===== src/rtl/vic_pkg.sv =====
package vic_pkg;
  localparam int VIC_ADDR_W = 5;

  typedef enum logic [2:0] {
    SEL_STATUS = 3'd0,
    SEL_PEND   = 3'd1,
    SEL_ENABLE = 3'd2,
    SEL_ACK    = 3'd3,
    SEL_SETEN  = 3'd4,
    SEL_CLREN  = 3'd5,
    SEL_VECTOR = 3'd6,
    SEL_MASTER = 3'd7
  } vic_sel_e;
endpackage


===== src/rtl/vic_sense.sv =====
module vic_sense #(
  parameter int                   NUM_LINES   = 32,
  parameter int                   SYNC_STAGES = 2,
  parameter logic [NUM_LINES-1:0] EDGE_MASK   = '1
) (
  input  logic                 clk,
  input  logic                 rst,
  input  logic [NUM_LINES-1:0] lines_i,
  output logic [NUM_LINES-1:0] set_o
);
  localparam int TOP = SYNC_STAGES - 1;

  for (genvar i = 0; i < NUM_LINES; i++) begin : g_line
    logic [SYNC_STAGES-1:0] sh;

    always_ff @(posedge clk) begin
      if (rst) begin
        sh <= '0;
      end else begin
        sh[0] <= lines_i[i];
        for (int k = 1; k < SYNC_STAGES; k++) sh[k] <= sh[k-1];
      end
    end

    if (EDGE_MASK[i]) begin : g_edge
      logic prev;
      always_ff @(posedge clk) begin
        if (rst) prev <= 1'b0;
        else     prev <= sh[TOP];
      end
      assign set_o[i] = sh[TOP] & ~prev;
    end else begin : g_level
      assign set_o[i] = sh[TOP];
    end
  end
endmodule


===== src/rtl/vic_prio.sv =====
module vic_prio #(
  parameter int NUM_LINES = 32,
  parameter int IDX_W     = (NUM_LINES > 1) ? $clog2(NUM_LINES) : 1
) (
  input  logic [NUM_LINES-1:0] req_i,
  output logic                 valid_o,
  output logic [IDX_W-1:0]     idx_o
);
  always_comb begin
    valid_o = 1'b0;
    idx_o   = '0;
    for (int i = NUM_LINES - 1; i >= 0; i--) begin
      if (req_i[i]) begin
        valid_o = 1'b1;
        idx_o   = IDX_W'(i);
      end
    end
  end
endmodule


===== src/rtl/vic_regs.sv =====
module vic_regs
  import vic_pkg::*;
#(
  parameter int NUM_LINES = 32,
  parameter int DATA_W    = 32,
  parameter int IDX_W     = 5
) (
  input  logic                  clk,
  input  logic                  rst,
  input  logic [VIC_ADDR_W-1:0] addr_i,
  input  logic                  wr_i,
  input  logic [DATA_W-1:0]     wdata_i,
  input  logic                  rd_i,
  output logic [DATA_W-1:0]     rdata_o,
  input  logic [NUM_LINES-1:0]  set_i,
  input  logic                  vec_valid_i,
  input  logic [IDX_W-1:0]      vec_idx_i,
  output logic [NUM_LINES-1:0]  status_o,
  output logic [NUM_LINES-1:0]  enable_o,
  output logic [NUM_LINES-1:0]  pend_o,
  output logic [1:0]            master_o,
  output logic                  irq_o
);
  logic [NUM_LINES-1:0] status_q, enable_q;
  logic [NUM_LINES-1:0] wbits;
  logic [1:0]           master_q;
  logic                 irq_q;
  logic [DATA_W-1:0]    rdata_q, rdata_d;
  logic                 aligned;
  vic_sel_e             sel;
  logic                 w_ack, w_en, w_set, w_clr, w_mst;

  assign aligned = (addr_i[1:0] == 2'b00);
  assign sel     = vic_sel_e'(addr_i[4:2]);
  assign wbits   = wdata_i[NUM_LINES-1:0];

  assign w_ack = wr_i && aligned && (sel == SEL_ACK);
  assign w_en  = wr_i && aligned && (sel == SEL_ENABLE);
  assign w_set = wr_i && aligned && (sel == SEL_SETEN);
  assign w_clr = wr_i && aligned && (sel == SEL_CLREN);
  assign w_mst = wr_i && aligned && (sel == SEL_MASTER);

  function automatic logic [DATA_W-1:0] widen(input logic [NUM_LINES-1:0] v);
    logic [DATA_W-1:0] r;
    r = '0;
    r[NUM_LINES-1:0] = v;
    return r;
  endfunction

  function automatic logic [DATA_W-1:0] widen_idx(input logic [IDX_W-1:0] v);
    logic [DATA_W-1:0] r;
    r = '0;
    r[IDX_W-1:0] = v;
    return r;
  endfunction

  // New requests win over an acknowledge in the same cycle
  always_ff @(posedge clk) begin
    if (rst) begin
      status_q <= '0;
    end else begin
      status_q <= (status_q & ~(w_ack ? wbits : '0)) | set_i;
    end
  end

  always_ff @(posedge clk) begin
    if (rst) begin
      enable_q <= '0;
    end else if (w_en) begin
      enable_q <= wbits;
    end else if (w_set) begin
      enable_q <= enable_q | wbits;
    end else if (w_clr) begin
      enable_q <= enable_q & ~wbits;
    end
  end

  always_ff @(posedge clk) begin
    if (rst)        master_q <= 2'b00;
    else if (w_mst) master_q <= wdata_i[1:0];
  end

  assign pend_o = status_q & enable_q;

  always_ff @(posedge clk) begin
    if (rst) irq_q <= 1'b0;
    else     irq_q <= (|pend_o) && (master_q == 2'b11);
  end

  always_comb begin
    rdata_d = '0;
    if (aligned) begin
      unique case (sel)
        SEL_STATUS: rdata_d = widen(status_q);
        SEL_PEND:   rdata_d = widen(pend_o);
        SEL_ENABLE: rdata_d = widen(enable_q);
        SEL_VECTOR: rdata_d = vec_valid_i ? widen_idx(vec_idx_i) : '1;
        SEL_MASTER: rdata_d[1:0] = master_q;
        default:    rdata_d = '0;
      endcase
    end
  end

  always_ff @(posedge clk) begin
    if (rst)       rdata_q <= '0;
    else if (rd_i) rdata_q <= rdata_d;
  end

  assign rdata_o  = rdata_q;
  assign status_o = status_q;
  assign enable_o = enable_q;
  assign master_o = master_q;
  assign irq_o    = irq_q;
endmodule


===== src/rtl/vec_irq_ctrl.sv =====
module vec_irq_ctrl
  import vic_pkg::*;
#(
  parameter int                   NUM_LINES   = 32,
  parameter int                   DATA_W      = 32,
  parameter int                   SYNC_STAGES = 2,
  parameter logic [NUM_LINES-1:0] EDGE_MASK   = '1
) (
  input  logic                  clk,
  input  logic                  rst,
  input  logic [VIC_ADDR_W-1:0] bus_addr,
  input  logic                  bus_wr,
  input  logic [DATA_W-1:0]     bus_wdata,
  input  logic                  bus_rd,
  output logic [DATA_W-1:0]     bus_rdata,
  input  logic [NUM_LINES-1:0]  irq_lines,
  output logic                  irq_o
);
  localparam int IDX_W = (NUM_LINES > 1) ? $clog2(NUM_LINES) : 1;

  logic [NUM_LINES-1:0] set_w, status_w, enable_w, pend_w;
  logic [1:0]           master_w;
  logic                 vec_valid_w;
  logic [IDX_W-1:0]     vec_idx_w;

  vic_sense #(
    .NUM_LINES  (NUM_LINES),
    .SYNC_STAGES(SYNC_STAGES),
    .EDGE_MASK  (EDGE_MASK)
  ) u_sense (
    .clk    (clk),
    .rst    (rst),
    .lines_i(irq_lines),
    .set_o  (set_w)
  );

  vic_prio #(
    .NUM_LINES(NUM_LINES),
    .IDX_W    (IDX_W)
  ) u_prio (
    .req_i  (pend_w),
    .valid_o(vec_valid_w),
    .idx_o  (vec_idx_w)
  );

  vic_regs #(
    .NUM_LINES(NUM_LINES),
    .DATA_W   (DATA_W),
    .IDX_W    (IDX_W)
  ) u_regs (
    .clk        (clk),
    .rst        (rst),
    .addr_i     (bus_addr),
    .wr_i       (bus_wr),
    .wdata_i    (bus_wdata),
    .rd_i       (bus_rd),
    .rdata_o    (bus_rdata),
    .set_i      (set_w),
    .vec_valid_i(vec_valid_w),
    .vec_idx_i  (vec_idx_w),
    .status_o   (status_w),
    .enable_o   (enable_w),
    .pend_o     (pend_w),
    .master_o   (master_w),
    .irq_o      (irq_o)
  );
endmodule


===== config.mk =====
export PLATFORM = sky130hd
export DESIGN_NAME = vec_irq_ctrl
export DESIGN_NICKNAME = d
export VERILOG_FILES = /design/src/rtl/vic_pkg.sv /design/src/rtl/vic_sense.sv /design/src/rtl/vic_prio.sv /design/src/rtl/vic_regs.sv /design/src/rtl/vec_irq_ctrl.sv
export SDC_FILE = /design/constraint.sdc
export NUM_CORES = 1
export LEC_CHECK = 0
export ABC_AREA = 1
export CELL_PAD_IN_SITES_DETAIL_PLACEMENT = 1
export CELL_PAD_IN_SITES_GLOBAL_PLACEMENT = 2
export CORE_ASPECT_RATIO = 0.5
export CORE_MARGIN = 3
export CORE_UTILIZATION = 30
export CTS_BUF_LIST = sky130_fd_sc_hd__clkbuf_2 sky130_fd_sc_hd__clkbuf_4 sky130_fd_sc_hd__clkbuf_8
export CTS_CLUSTER_SIZE = 8
export DETAILED_ROUTE_END_ITERATION = 6
export DONT_BUFFER_PORTS = 1
export PLACE_DENSITY = 0.64
export SLEW_MARGIN = 0
export SYNTH_ARGS = -nofsm -noshare
export SYNTH_HDL_FRONTEND = slang
export SYNTH_SLANG_ARGS = --single-unit

===== constraint.sdc =====
create_clock -name clk -period 4.01 [get_ports clk]
set_input_delay 0.802 -clock clk [delete_from_list [all_inputs] [get_ports clk]]
set_output_delay 0.802 -clock clk [all_outputs]
set_load 0.02 [all_outputs]

==> run summary <==
Endpoint required time on the critical path: 4.43 ns
Cells resized by post-CTS repair: 0
Share of Yosys cell area claimed by the top area cell type: 0.525
Hold crit path type: input port to flop
Root Driver: clkbuf_8
Via count of the first global-routing pass: 5846
Hold Path Depth: 1
Final hold violations: 0
Cell Count, Final, Fillers Out: 1300
Routed via count divided by cell count: 4.62
Clock Skews: 0.0243 ns
Outcome: finished clean
Stage delay of the slowest cell on the critical path: 0.54 ns
Number of buffers inserted by hold repair at cts: 0
Power per cell area: 430 nW/um^2
Number of iterations in the first detailed-routing pass: 5
Area growth, synth to finish: 8.98%
Fill count: 2962
Placer's final routability congestion estimate: 0.778
Count of H-tree levels built during CTS: 4
Distinct cell type count after synthesis: 25
DRC violation count after routing: 0
Arrival time of the worst setup path: 2.91 ns
# Max-Cap Violations: 0
Final setup violation count: 0
Diode insertion count for antenna repair: 0
Pre-CTS setup slack: 1.17 ns
I/O Pins: 106
Source-to-sink clock delay at the later pin of the worst-skew pair: 0.50 ns
Worst setup path startpoint: u_regs.status_o[8]
Share of flip-flops with an asynchronous set or reset after synthesis: 0
Dominant synthesized flop cell: dfxtp_1
Max Slew Vio Count: 0
Placeable core area: 24200 sq um
Overflow left after global routing: 0
RSZ-0062 raised after global routing: no
Critical path capture point type: flop
Synth Register Bits: 195
Top cell by count, worst path: nand2_1
Transition time at the pin with the least slew margin: 1.14 ns
Power Total: 3490 uW
Clock input transition at the sequential cells of the worst setup and hold paths: 0.10 ns
Vertical die dimension: 117 microns
Fin crit share: 0.621
Post-detailed-routing wire length: 22500 microns
TritonCTS clock tree: yes
Final net count: 1024
Synthesized Nets: 1048
Floorplan row count: 40
Post-CTS Repair Setup Buffers: 0
Post-synthesis share of cell area spent on full adders, half adders and majority gates: 0
Final cell utilization of the core: 0.336
Crit path kind: flop to flop
Synth top cells by count: 225 x nand2_1, 195 x dfxtp_1, 134 x inv_1
Source of the worst hold timing path: rst
Die Width: 229 microns
DP Wirelength: 16400 microns
Fraction of layout cells with a size suffix above 1: 0.0768
Cell with the biggest individual delay on the critical path: nand2_1
Overall die area: 26800 sq um
PortBufs: 0
Detailed-route via count: 6006
Inst Count DP: 1268
Worst voltage drop across the vdd grid: 0.000195 V
Element type at the critical path start: flop
Total CTS buffers: 17
Total routing usage reported by global routing: 0.170
Fmax: 401 MHz
Yosys warns: 0
Number of synthesized flops with an enable pin: 0
Initial antenna violation count: 0
Global-route wire length before repair: 35200 microns
First DRT Iteration DRCs: 453
P_leak: 0.00362 uW
Proportion of synthesized area in mux cells: 0
Fraction of the mapped netlist area in compound gates: 0.171
Most common cell in the netlist: nand2_1
Largest family of logic cells by synthesized area: simple AND/OR/NAND/NOR gates
Min-Delay Endpoint: u_sense.g_line[11].sh[0]
Highest net fanout along the worst path: 28
Reg-to-reg slack, setup: 1.52 ns
Ordered list of cells on the worst path: nand2_2, nand2_1, nor2_1, nand2_1, nor4_1, inv_1, nor2_1, nand2_1, nand3_1, nand2_1, a21oi_1
Largest net degree at the start of global routing: 162
Number of clock sinks: 195
Final Critical Period: 2.49 ns
Synth Instances: 975
Initial core utilization: 0.308
Top cell type by total area after synthesis: dfxtp_1
Accumulated negative setup slack: 0 ns
Max clock buf depth: 2
XOR/XNOR Fraction of Synth Area: 0
Synth area leaders: dfxtp_1 52%, nand2_1 11%, inv_1 6.8%, nor2_1 5.4%, o211ai_1 5.2%
Basic-gate share of the synthesized area counting and, or, nand and nor cells: 0.208
Routed wire length per instance: 17.3 microns
Register area share after synthesis: 0.525
Worst R2R Path Depth: 11
Capture point of the worst reg-to-reg path: u_regs.rdata_o[21]
Average footprint of a synthesized cell: 7.63 sq um
Cell area after synthesis: 7440 sq um
Post-route worst setup slack: 1.52 ns
Max_slew headroom: 0.237
Worst r2r src: u_regs.status_o[8]
Post-route ant nets: 0
[cells by family (layout without fill, tap and decap cells)]
logic type,Yosys count,count (layout)
AO/OA/AOI/OAI,208,208
buffers and inverters,190,179
flip-flops,195,195
AND/OR/NAND/NOR,382,382
[per-layer routing]
metal,global-route usage,routed length [microns],vias to the layer above
met5,0,0,-
met1,0.289,13400,2796
met3,0.0464,1180,17
met4,0.0457,267,0
met2,0.194,7660,119
li1,-,-,3074
[how the worst max path moves through the flow]
stage	endpoint	slack, ns	depth (start not counted)
2_1_floorplan	u_regs.rdata_o[4]	1.85	8
3_3_place_gp	flop	1.29	10
3_5_place_dp	flop	1.17	10
4_1_cts	u_regs.rdata_o[17]	1.51	11
5_1_grt	u_regs.rdata_o[17]	1.16	11
6_report	u_regs.rdata_o[21]	1.52	11
[through the flow]
step / cell area (sq um) / hold WS (ns)
2_1_floorplan: 7440 / 0.388
5_1_grt: 8110 / 0.314
3_3_place_gp: 7720 / 0.397
3_5_place_dp: 7720 / 0.400
4_1_cts: 8110 / 0.332
6_report: 8110 / 0.378
[report_power, final]
part | switching, uW | internal (uW)
Combinational | 106 | 50.8
Clock | 745 | 537
Sequential | 52.0 | 2000
[worst max-delay path: cells and delay by family, from the launching register on]
kind / cells / cell delay [ns]
AOI/OAI and AO/OA: 1 / 0.16
buffers and inverters: 1 / 0.10
DFF: 1 / 0.42
and+or+nand+nor: 9 / 1.72
[final cells by class]
| class | count | area [sq um] | area share |
|---|---|---|---|
| Timing Repair Buffer | 6 | 45.0 | 0.00555 |
| Clock buffer | 21 | 264 | 0.0326 |
| Inverter | 141 | 529 | 0.0653 |
| Multi-Input combinational cell | 590 | 2830 | 0.348 |
| Clock inverter | 11 | 123 | 0.0151 |
| Sequential cell | 195 | 3900 | 0.481 |
| Tap cell | 336 | 420 | 0.0518 |
[layout by cell type (no fill, tap or decap), types with 2 or more instances in the layout]
cell,netlist,layout
a21oi_1,68,68
inv_8,0,3
o211ai_1,52,52
clkbuf_8,0,17
nand2_1,225,225
a221oi_1,13,13
clkinv_2,0,2
o21ai_1,4,3
nor3_1,2,2
o21ai_0,35,35
dfxtp_1,195,195
inv_1,134,134
o22ai_1,32,32
buf_4,1,6
inv_2,7,7
nor2_2,0,2
nand2_2,22,22
clkbuf_4,0,4
nand2_4,3,3
nor2_1,107,105
nand3_1,21,21
clkinvlp_4,0,2
(Power assumes the default switching activity.)
